===== src/rtl/syn_pkg.sv =====
package syn_pkg;
  localparam int LFSR_W = 16;
  localparam int PROB_W = 8;
  localparam logic [LFSR_W-1:0] LFSR_SEED = 16'hACE1;

  typedef enum logic [1:0] {
    W_IDLE  = 2'd0,
    W_FETCH = 2'd1,
    W_TOSS  = 2'd2,
    W_SEND  = 2'd3
  } walk_state_t;

  // one step of the left-shifting Fibonacci register, taps 15,13,12,10
  function automatic logic [LFSR_W-1:0] lfsr_step(input logic [LFSR_W-1:0] s);
    return {s[LFSR_W-2:0], s[15] ^ s[13] ^ s[12] ^ s[10]};
  endfunction

  // coin toss: full-scale probability always releases
  function automatic logic coin_release(input logic [LFSR_W-1:0] s,
                                        input logic [PROB_W-1:0] p);
    return (p == {PROB_W{1'b1}}) || (s[PROB_W-1:0] < p);
  endfunction
endpackage


===== src/rtl/syn_lfsr.sv =====
module syn_lfsr
  import syn_pkg::*;
(
  input  logic              clk,
  input  logic              rst_n,
  input  logic              step,
  output logic [LFSR_W-1:0] state
);
  always_ff @(posedge clk or negedge rst_n) begin
    if (!rst_n)    state <= LFSR_SEED;
    else if (step) state <= lfsr_step(state);
  end
endmodule


===== src/rtl/syn_route_table.sv =====
module syn_route_table #(
  parameter int SRC_W   = 4,
  parameter int PTR_W   = 6,
  parameter int ENTRY_W = 32,
  parameter int CFG_AW  = 6
) (
  input  logic               clk,
  input  logic               rst_n,
  input  logic               wr_en,
  input  logic               wr_is_base,
  input  logic [CFG_AW-1:0]  wr_addr,
  input  logic [ENTRY_W-1:0] wr_data,
  input  logic [SRC_W-1:0]   rd_src,
  input  logic [PTR_W-1:0]   rd_ptr,
  output logic [PTR_W-1:0]   base_out,
  output logic [ENTRY_W-1:0] entry_out
);
  localparam int NSRC  = 1 << SRC_W;
  localparam int DEPTH = 1 << PTR_W;

  logic [PTR_W-1:0]   base_mem [NSRC];
  logic [ENTRY_W-1:0] ent_mem  [DEPTH];

  for (genvar gs = 0; gs < NSRC; gs++) begin : g_base
    always_ff @(posedge clk or negedge rst_n) begin
      if (!rst_n)
        base_mem[gs] <= '0;
      else if (wr_en && wr_is_base && (wr_addr[SRC_W-1:0] == SRC_W'(gs)))
        base_mem[gs] <= wr_data[PTR_W-1:0];
    end
  end

  for (genvar ge = 0; ge < DEPTH; ge++) begin : g_entry
    always_ff @(posedge clk or negedge rst_n) begin
      if (!rst_n)
        ent_mem[ge] <= '0;
      else if (wr_en && !wr_is_base && (wr_addr[PTR_W-1:0] == PTR_W'(ge)))
        ent_mem[ge] <= wr_data;
    end
  end

  assign base_out  = base_mem[rd_src];
  assign entry_out = ent_mem[rd_ptr];
endmodule


===== src/rtl/syn_walker.sv =====
module syn_walker
  import syn_pkg::*;
#(
  parameter int SRC_W  = 4,
  parameter int PTR_W  = 6,
  parameter int TGT_W  = 12,
  parameter int MULT_W = 3,
  parameter int AMP_W  = 8,
  localparam int ENTRY_W = TGT_W + MULT_W + PROB_W + AMP_W + 1
) (
  input  logic               clk,
  input  logic               rst_n,
  input  logic               in_valid,
  output logic               idle,
  input  logic [PTR_W-1:0]   base_ptr,
  output logic [PTR_W-1:0]   rd_ptr,
  input  logic [ENTRY_W-1:0] entry,
  input  logic [LFSR_W-1:0]  lfsr,
  output logic               cand_fire,
  output logic [PROB_W-1:0]  cand_prob,
  output logic               out_valid,
  input  logic               out_ready,
  output logic [TGT_W-1:0]   out_tgt,
  output logic [AMP_W-1:0]   out_amp
);
  localparam int LAST_B = 0;
  localparam int AMP_L  = 1;
  localparam int PROB_L = AMP_L + AMP_W;
  localparam int MULT_L = PROB_L + PROB_W;
  localparam int TGT_L  = MULT_L + MULT_W;

  walk_state_t        state;
  logic [PTR_W-1:0]   ptr;
  logic [MULT_W-1:0]  rep;
  logic [TGT_W-1:0]   cur_tgt;
  logic [PROB_W-1:0]  cur_p;
  logic [AMP_W-1:0]   cur_q;
  logic               cur_last;

  logic [TGT_W-1:0]   e_tgt;
  logic [MULT_W-1:0]  e_n;
  logic [PROB_W-1:0]  e_p;
  logic [AMP_W-1:0]   e_q;
  logic               e_last;
  logic               released;

  assign e_tgt  = entry[TGT_L +: TGT_W];
  assign e_n    = entry[MULT_L +: MULT_W];
  assign e_p    = entry[PROB_L +: PROB_W];
  assign e_q    = entry[AMP_L +: AMP_W];
  assign e_last = entry[LAST_B];

  assign idle      = (state == W_IDLE);
  assign rd_ptr    = ptr;
  assign cand_fire = (state == W_TOSS);
  assign cand_prob = cur_p;
  assign released  = coin_release(lfsr, cur_p);
  assign out_valid = (state == W_SEND);
  assign out_tgt   = cur_tgt;
  assign out_amp   = cur_q;

  always_ff @(posedge clk or negedge rst_n) begin
    if (!rst_n) begin
      state    <= W_IDLE;
      ptr      <= '0;
      rep      <= '0;
      cur_tgt  <= '0;
      cur_p    <= '0;
      cur_q    <= '0;
      cur_last <= 1'b0;
    end else begin
      unique case (state)
        W_IDLE: begin
          if (in_valid) begin
            ptr   <= base_ptr;
            state <= W_FETCH;
          end
        end
        W_FETCH: begin
          if (e_n == '0) begin
            if (e_last) state <= W_IDLE;
            else        ptr   <= ptr + PTR_W'(1);
          end else begin
            cur_tgt  <= e_tgt;
            cur_p    <= e_p;
            cur_q    <= e_q;
            cur_last <= e_last;
            rep      <= e_n;
            state    <= W_TOSS;
          end
        end
        W_TOSS: begin
          rep <= rep - MULT_W'(1);
          if (released) begin
            state <= W_SEND;
          end else if (rep == MULT_W'(1)) begin
            if (cur_last) state <= W_IDLE;
            else begin
              ptr   <= ptr + PTR_W'(1);
              state <= W_FETCH;
            end
          end
        end
        W_SEND: begin
          if (out_ready) begin
            if (rep != '0)    state <= W_TOSS;
            else if (cur_last) state <= W_IDLE;
            else begin
              ptr   <= ptr + PTR_W'(1);
              state <= W_FETCH;
            end
          end
        end
        default: state <= W_IDLE;
      endcase
    end
  end
endmodule


===== src/rtl/syn_fanout_expander.sv =====
module syn_fanout_expander
  import syn_pkg::*;
#(
  parameter int SRC_W  = 4,
  parameter int TGT_W  = 12,
  parameter int MULT_W = 3,
  parameter int AMP_W  = 8,
  parameter int DEPTH  = 64,
  localparam int PTR_W   = $clog2(DEPTH),
  localparam int CFG_AW  = (PTR_W > SRC_W) ? PTR_W : SRC_W,
  localparam int ENTRY_W = TGT_W + MULT_W + PROB_W + AMP_W + 1
) (
  input  logic               clk,
  input  logic               rst_n,
  input  logic               in_valid,
  output logic               in_ready,
  input  logic [SRC_W-1:0]   in_src,
  output logic               out_valid,
  input  logic               out_ready,
  output logic [TGT_W-1:0]   out_tgt,
  output logic [AMP_W-1:0]   out_amp,
  input  logic               cfg_valid,
  output logic               cfg_ready,
  input  logic               cfg_is_base,
  input  logic [CFG_AW-1:0]  cfg_addr,
  input  logic [ENTRY_W-1:0] cfg_data
);
  logic               walk_idle;
  logic [PTR_W-1:0]   base_ptr;
  logic [PTR_W-1:0]   rd_ptr;
  logic [ENTRY_W-1:0] entry;
  logic [LFSR_W-1:0]  lfsr_state;
  logic               cand_fire;
  logic [PROB_W-1:0]  cand_prob;
  logic               cfg_take;

  assign in_ready  = walk_idle;
  assign cfg_ready = walk_idle;
  assign cfg_take  = cfg_valid && cfg_ready;

  syn_route_table #(
    .SRC_W(SRC_W), .PTR_W(PTR_W), .ENTRY_W(ENTRY_W), .CFG_AW(CFG_AW)
  ) u_table (
    .clk(clk), .rst_n(rst_n),
    .wr_en(cfg_take), .wr_is_base(cfg_is_base), .wr_addr(cfg_addr), .wr_data(cfg_data),
    .rd_src(in_src), .rd_ptr(rd_ptr), .base_out(base_ptr), .entry_out(entry)
  );

  syn_lfsr u_coin (
    .clk(clk), .rst_n(rst_n), .step(cand_fire), .state(lfsr_state)
  );

  syn_walker #(
    .SRC_W(SRC_W), .PTR_W(PTR_W), .TGT_W(TGT_W), .MULT_W(MULT_W), .AMP_W(AMP_W)
  ) u_walk (
    .clk(clk), .rst_n(rst_n),
    .in_valid(in_valid), .idle(walk_idle),
    .base_ptr(base_ptr), .rd_ptr(rd_ptr), .entry(entry), .lfsr(lfsr_state),
    .cand_fire(cand_fire), .cand_prob(cand_prob),
    .out_valid(out_valid), .out_ready(out_ready), .out_tgt(out_tgt), .out_amp(out_amp)
  );
endmodule


===== config.mk =====
export PLATFORM = sky130hd
export DESIGN_NAME = syn_fanout_expander
export DESIGN_NICKNAME = d
export VERILOG_FILES = /design/src/rtl/syn_pkg.sv /design/src/rtl/syn_lfsr.sv /design/src/rtl/syn_route_table.sv /design/src/rtl/syn_walker.sv /design/src/rtl/syn_fanout_expander.sv
export SDC_FILE = /design/constraint.sdc
export NUM_CORES = 2
export LEC_CHECK = 0
export BUFFER_PORTS_ARGS = -buffer_cell sky130_fd_sc_hd__buf_4
export CAP_MARGIN = 15
export CORE_MARGIN = 2
export CORE_UTILIZATION = 50
export CTS_BUF_LIST = sky130_fd_sc_hd__clkbuf_2
export DETAILED_ROUTE_END_ITERATION = 10
export GPL_TIMING_DRIVEN = 0
export PLACE_DENSITY = 0.65
export RECOVER_POWER = 25
export SYNTH_ARGS = -nofsm -noshare
export SYNTH_HDL_FRONTEND = slang
export SYNTH_HIERARCHICAL = 1
export SYNTH_SLANG_ARGS = --single-unit

===== constraint.sdc =====
create_clock -name clk -period 4.5 [get_ports clk]
set_input_delay 0.9 -clock clk [delete_from_list [all_inputs] [get_ports clk]]
set_output_delay 0.9 -clock clk [all_outputs]
set_load 0.05 [all_outputs]

==> Word-level counts from Yosys, hierarchy flattened <==
Cells that the tools add are included.
{ "totals": {"elab_cells": 313, "output_inout_bits": 23, "input_bits": 48, "register_bits": 2200} }
{ "op_classes": {"n_reduce_logical": 95, "add_sub_neg": 2, "n_mux": 26, "n_bitwise": 6, "n_eq_ne": 93, "n_lt_le_gt_ge": 3} }
{ "ops": {"columns": ["cell", "count"], "rows": [
  ["$bmux W32 S6", 1],
  ["$eq A6 B6 Y1 const B", 32],
  ["$eq A6 B5 Y1 const B", 16],
  ["$logic_and A1 B1 Y1", 83],
  ["$mux W32", 2],
  ["$mux W6", 10],
  ["$eq A6 B4 Y1 const B", 8],
  ["$eq A4 B4 Y1 const B", 8],
  ["$bmux W6 S4", 1],
  ["$eq A6 B3 Y1 const B", 4],
  ["$pmux W6 S4", 1],
  ["$eq A4 B3 Y1 const B", 4],
  ["$mux W2", 7],
  ["$eq A6 B2 Y1 const B", 2],
  ["$ne A2 B2 Y1 const B", 5],
  ["$eq A4 B2 Y1 const B", 2],
  ["$eq A8 B8 Y1 const B", 1],
  ["$lt A8 B8 Y1", 1],
  ["$pmux W2 S4", 1],
  ["$ge A7 B7 Y1 const B", 1],
  ["$not A6 Y7", 1],
  ["$reduce_and A7 Y1", 1],
  ["$add A6 B1 Y6 const B", 1],
  ["$eq A6 B1 Y1 const B", 1],
  ["other kinds (25)", 31]
]} }

==> Logic depth before layout (Yosys ltp) <==
{ "logic_depth": {"ltp_word": 7, "mapped_depth": 17, "ltp_nobuf": 11} }

==> By module <==
Netlist, hierarchy kept.
{ "modules_own_cells": {"columns": ["module", "n_inst", "area_per_inst_um2", "cells_each", "seq_area_each_um2"], "rows": [
  ["syn_route_table", 1, 96859.1, 6178, 53651.5],
  ["syn_walker", 1, 2070.7, 240, 1001.0],
  ["syn_lfsr", 1, 675.6, 38, 410.4],
  ["syn_fanout_expander", 1, 13.8, 2, 0.0]
]} }

==> Worst setup path after synthesis <==
No wires, ideal clock.
{ "synth_path": {"kind": "reg2reg", "from": "register u_walk.ptr[0] (netlist: u_walk/rd_ptr[0])", "to": "register u_walk.ptr[0] (netlist: u_walk/rd_ptr[0])", "path_buffers": 4, "required_time_ns": 4.374, "stages_incl_launch_ff": 15, "path_slack_ns": 1.133, "synth_period_minus_slack_ns": 3.367, "setup_time_ns": 0.126, "arrival_ns": 3.241, "path_cell_list": "dfrtp_1 > buf_4 > buf_2 > buf_2 > mux4_2 > a211oi_1 > o22ai_1 > and3_1 > or3_4 > nand3_2 > o21ai_1 > o22ai_2 > buf_6 > a21boi_1 > mux2i_1"} }
{ "synth_via": {"elab_chain_cells": 7, "word_cells_on_any_way": 17, "classes_between": "add/sub: 1; eq/ne: 2; mux: 11; bitwise: 1; reduce/logical: 2"} }
{ "synth_rtl": {"columns": ["item", "line", "source"], "rows": [
  ["start, declared", "syn_walker.sv:33", "logic [PTR_W-1:0] ptr;"],
  ["start signal, assigned", "syn_walker.sv:75", "ptr <= base_ptr;"],
  ["start signal, assigned", "syn_walker.sv:82", "else ptr <= ptr + PTR_W'(1);"],
  ["start signal, assigned", "syn_walker.sv:99", "ptr <= ptr + PTR_W'(1);"],
  ["$not A6 Y7 (implied by the code)", "syn_route_table.sv:43", "assign entry_out = ent_mem[rd_ptr];"],
  ["$bmux W32 S6", "syn_route_table.sv:43", null],
  ["$mux W32 (implied by the code) (2 in a row)", "syn_route_table.sv:43", null],
  ["via entry[17]", "syn_fanout_expander.sv:31", "logic [ENTRY_W-1:0] entry;"],
  ["$logic_not A3 Y1", "syn_walker.sv:80", "if (e_n == '0) begin"],
  ["$ne A2 B1 Y1 (no line)", null, null],
  ["$reduce_and A7 Y1 (no line)", null, null]
]} }
The timed path passes the listed nets, and every way through them passes these cells. The select of a mux whose other input is x is not followed.
A chain may end at the register's enable or synchronous reset.

==> Worst setup path in the final report <==
{ "layout_path": {"from": "register u_walk.ptr[5] (netlist: u_walk/rd_ptr[5])", "to": "register u_walk.ptr[0] (netlist: u_walk/rd_ptr[0])"} }
The elaborated chain is that of the path after synthesis.

==> impl_metrics.csv <==
group,metric,value,unit
clock_network,worstSkewPairLatency,2000,ps
floorplanning,die_height,450.4,microns
floorplanning,design.portCount,71,
worst_setup_path,timing.critical_path.cells,"clkbuf_2, clkbuf_1, nor2_2, buf_2, o221ai_1, and4_2, or3_4, nand3_2, o21ai_1, o22ai_4, buf_12, buf_6, a21boi_1, mux2i_1",
synthesis,synthesis.instances,6458,
synthesis,synth_async_sr_flop_share,1.000,
synthesis,synth-seq-area-share,0.5527,
drt,detail_route.vias_per_cell,6.758,
grt,first_pass_grt_wire_length,561700,microns
drt,firstDrtPassIters,8,
floorplanning,floorplan.core_area,197600,sq um
synthesis,mappedNetlistArea,99620,sq um
worst_setup_path,cp_slowest_stage_delay,710,ps
place,dp_hpwl,280900,microns
worst_setup_path,crit_path_end_kind,"register",
sta,report.final.hold_viol_count,0,
place,portBuffers,34,
cells_and_area,final.fill_count,16280,
sta,finalCritPeriodShare,1.019,
synthesis,synth_flop_cell,"dfrtp_1",
cells_and_area,register_area,55060,sq um
drt,dr.first_iter.drc_count,9584,
clock_network,htree_levels,6,
grt,number_of_global_route_vias_before_repair,69170,
drt,post_drt_wl_per_cell,40.26,microns
drt,wl_met1,148100,microns
worst_setup_path,arrival,6350,ps
drt,ant_nets,0,
synthesis,synth_top_area_share,0.5506,
cells_and_area,final_nets,7284,
cells_and_area,layout-drive-gt1-share,0.5257,
floorplanning,floorplan.die_area,202800,sq um
worst_setup_path,worst_ep_required_time,6260,ps
grt,globalRouteTotalUtil,0.4073,
floorplanning,initial_core_util,0.5041,
worst_setup_path,cpMaxStageDelayCell,"buf_2",
sta,finalMaxSlewViolations,875,
sta,slew-limit-headroom,-1.056,
clock_network,clkTransAtPathRegs,100,ps
worst_setup_path,critical_path_class,"register to register",
synthesis,synth_cell_type_count,64,
drt,postRouteWirelength,414200,microns
synthesis,synthesis.area_per_instance,15.43,sq um
place,place.gp.congestion,1.030,
place,dpl.cell_count,9187,
drt,wl_met3,53490,microns
drt,topRoutingLayerUsed,"met5",
clock_network,cts_sinks,2200,
outcome,status,"complete, but fails checks",
power_and_ir_drop,powerDensity,529.1,nW/um^2
synthesis,post_synth_main_area_contributors,"dfrtp_1 (55%), mux2_2 (24%), mux4_2 (11%)",
synthesis,post-synth-top-area-cell,"dfrtp_1",
floorplanning,die_w,450.4,microns
sta,fin_hold_ws,130.9,ps
worst_setup_path,worstPathMaxFanout,10,
job,maxCapViolCount,6,
clock_network,clockRootBuffer,"clkbuf_2",
power_and_ir_drop,p_leak,55.13,nW
sta,max_clock_freq,218.1,MHz
clock_network,clock_tree_from_tritoncts,"done",
synthesis,mappedNetlistNets,6517,
min_path,hold_path_class,"input port to register",
synthesis,yosysWarnings,6,
worst_setup_path,nature_of_the_critical_path_startpoint,"register",
clock_network,cts.path.max_buffers,4,
grt,grt_antenna_before_repair,50,
cells_and_area,synthesis_to_finish_area_growth,11.30,%
sta,clock_skew,142.3,ps
drt,met2WireLength,177200,microns
sta,finalWorstPathRequiredPeriod,4584,ps
sta,rsz0062_at_grt,"true",
drt,drcViolationCount,0,
outcome,failed_checks,"max-capacitance violations, max-slew violations, negative setup slack",
cells_and_area,area_used_by_multi_input_combinational_logic,41790,sq um
drt,via_count,69520,
grt,grt_max_degree,189,
cells_and_area,finalNonFillerCells,10290,
synthesis,number_of_enable_type_register_cells_in_the_synthesized_netlist,0,
grt,grt-ovfl-total,0,
floorplanning,fp-row-count,163,
cells_and_area,final_core_util,0.5610,
sta,setup_viol_count_final,4,
power_and_ir_drop,peakVddDrop,505.9,uV
clock_network,cts_made_buffers,596,
sta,timing_worst_slew_pin_value,3084,ps
sta,timing.final.ws_setup,-84.45,ps
synthesis,ys_seq_elements,2200,
==> flip-flops by register name, indices dropped and copies added, names as in the netlist <==
register and cells:
u_walk/cur_last 1, u_walk/rd_ptr 6, u_walk/cand_prob 8, u_walk/out_tgt 12, u_walk/state 2, u_coin/state 16, u_walk/out_amp 8, u_table/ent_mem 2048
u_table/base_mem 96, u_walk/rep 3
==> layout by cell type, fill, tap and decap left out, types with 11 or more instances in the layout <==
cell and n:
nor2b_1 19, dfrtp_1 2192, buf_16 21, clkbuf_2 918, nand3_1 62, buf_8 39, o22ai_1 54, clkinv_1 64
nand4_1 52, buf_6 48, mux2_1 35, inv_1 13, and3_1 25, a22oi_1 62, mux4_2 505, inv_2 13
o221ai_1 54, buf_1 138, buf_2 130, mux2i_1 95, clkbuf_4 24, a21oi_1 30, nor2_1 33, a211oi_1 19
clkbuf_1 238, dlygate4sd3_1 70, nand2_1 212, diode_2 37, ha_1 11, buf_4 70, buf_12 13, mux2_2 2143
and2_1 13, nand2b_1 17, o21ai_0 41
==> through the flow <==
stage	setup WS, ps	setup TNS, ps	total power [mW]	instance area, sq um
final	-84.45	-141.5	58.66	110900
after global routing	-64.22	-64.22	59.56	110800
after CTS	-53.39	-59.37	57.14	110600
after detailed placement	-1742	-149110	42.69	104400
after global placement	-24750	-	42.01	103200
after floorplan	1133	0	31.54	99620
==> synthesized netlist by cell type (all sizes together), types with 13 or more instances <==
cell type / number
mux2i: 95
nand2: 217
clkbuf: 279
and3: 27
a22oi: 63
o221ai: 54
inv: 14
dfrtp: 2192
a21oi: 31
o21ai: 42
mux4: 505
nor2b: 23
a211oi: 19
nor2: 42
mux2: 2186
nand3: 63
nand4: 52
and2: 13
o22ai: 56
buf: 369
nand2b: 19
==> what timing repair did <==
action / in CTS / in global routing
hold buffers: 71 / 0
gates resized for setup: 178 / 77
setup endpoints to repair: 42 / 58
endpoints found under the hold margin: 2436 / 0
cloned: 0 / 0
pin swaps: 1 / 0
buffers inserted: 3 / 0
==> worst max-delay path, delay by kind of cell (launching register included) <==
kind	cells	cell delay, ps
flops	1	410
mux	1	80
simple gates	4	1460
compound gates	4	790
buf+inv	5	1670
==> cell families (layout without fill, tap and decap cells) <==
| kind of cell | Yosys count | after routing | share of synthesized area |
|---|---|---|---|
| AO/OA/AOI/OAI | 302 | 302 | 0.02139 |
| adder cells (fa/ha/maj) | 11 | 11 | 0.001382 |
| flip-flops | 2200 | 2200 | 0.5527 |
| buffers and inverters | 662 | 1815 | 0.02903 |
| other | 0 | 37 | 0 |
| XOR/XNOR | 4 | 4 | 0.0003517 |
| AND/OR/NAND/NOR | 493 | 493 | 0.02400 |
| multiplexers | 2786 | 2786 | 0.3711 |
==> worst paths after layout <==
path	startpoint	to	slack, ps	cells past startpoint
setup / recovery	u_walk/rd_ptr[5]	u_walk/rd_ptr[0]	-80	14
hold / removal	cfg_data[30]	u_table/ent_mem[670]	130	3
setup reg to reg	u_walk/rd_ptr[5]	u_walk/rd_ptr[0]	-80	14
hold reg to reg	u_walk/out_tgt[2]	u_walk/out_tgt[2]	490	2
max in group asynchronous	rst_n	u_table/base_mem[52]	510	6
min in group asynchronous	rst_n	u_table/ent_mem[184]	320	4
==> final cells by class <==
cell class	instances	area share
multi-input combinational	3596	0.3769
buffer	645	0.03095
clock inverter	88	0.004469
antenna	37	0.0008351
inverter	14	0.0004740
sequential	2200	0.4966
tap	2640	0.02979
clock buffer	896	0.04045
timing repair buffer	172	0.01953
==> layer usage <==
| metal | global-route usage | vias up |
|---|---|---|
| met4 | 0.2886 | 56 |
| li1 | - | 25880 |
| met1 | 0.5027 | 37020 |
| met5 | 0.01468 | - |
| met2 | 0.5804 | 5056 |
| met3 | 0.1641 | 1504 |
==> where the power goes <==
group / total, mW / switching (mW) / internal (mW)
Sequential: 22.1 / 0.836 / 21.3
Clock: 14.1 / 8.59 / 5.52
Combinational: 22.4 / 15.8 / 6.60
No activity file was read; power rests on OpenSTA's default activity.
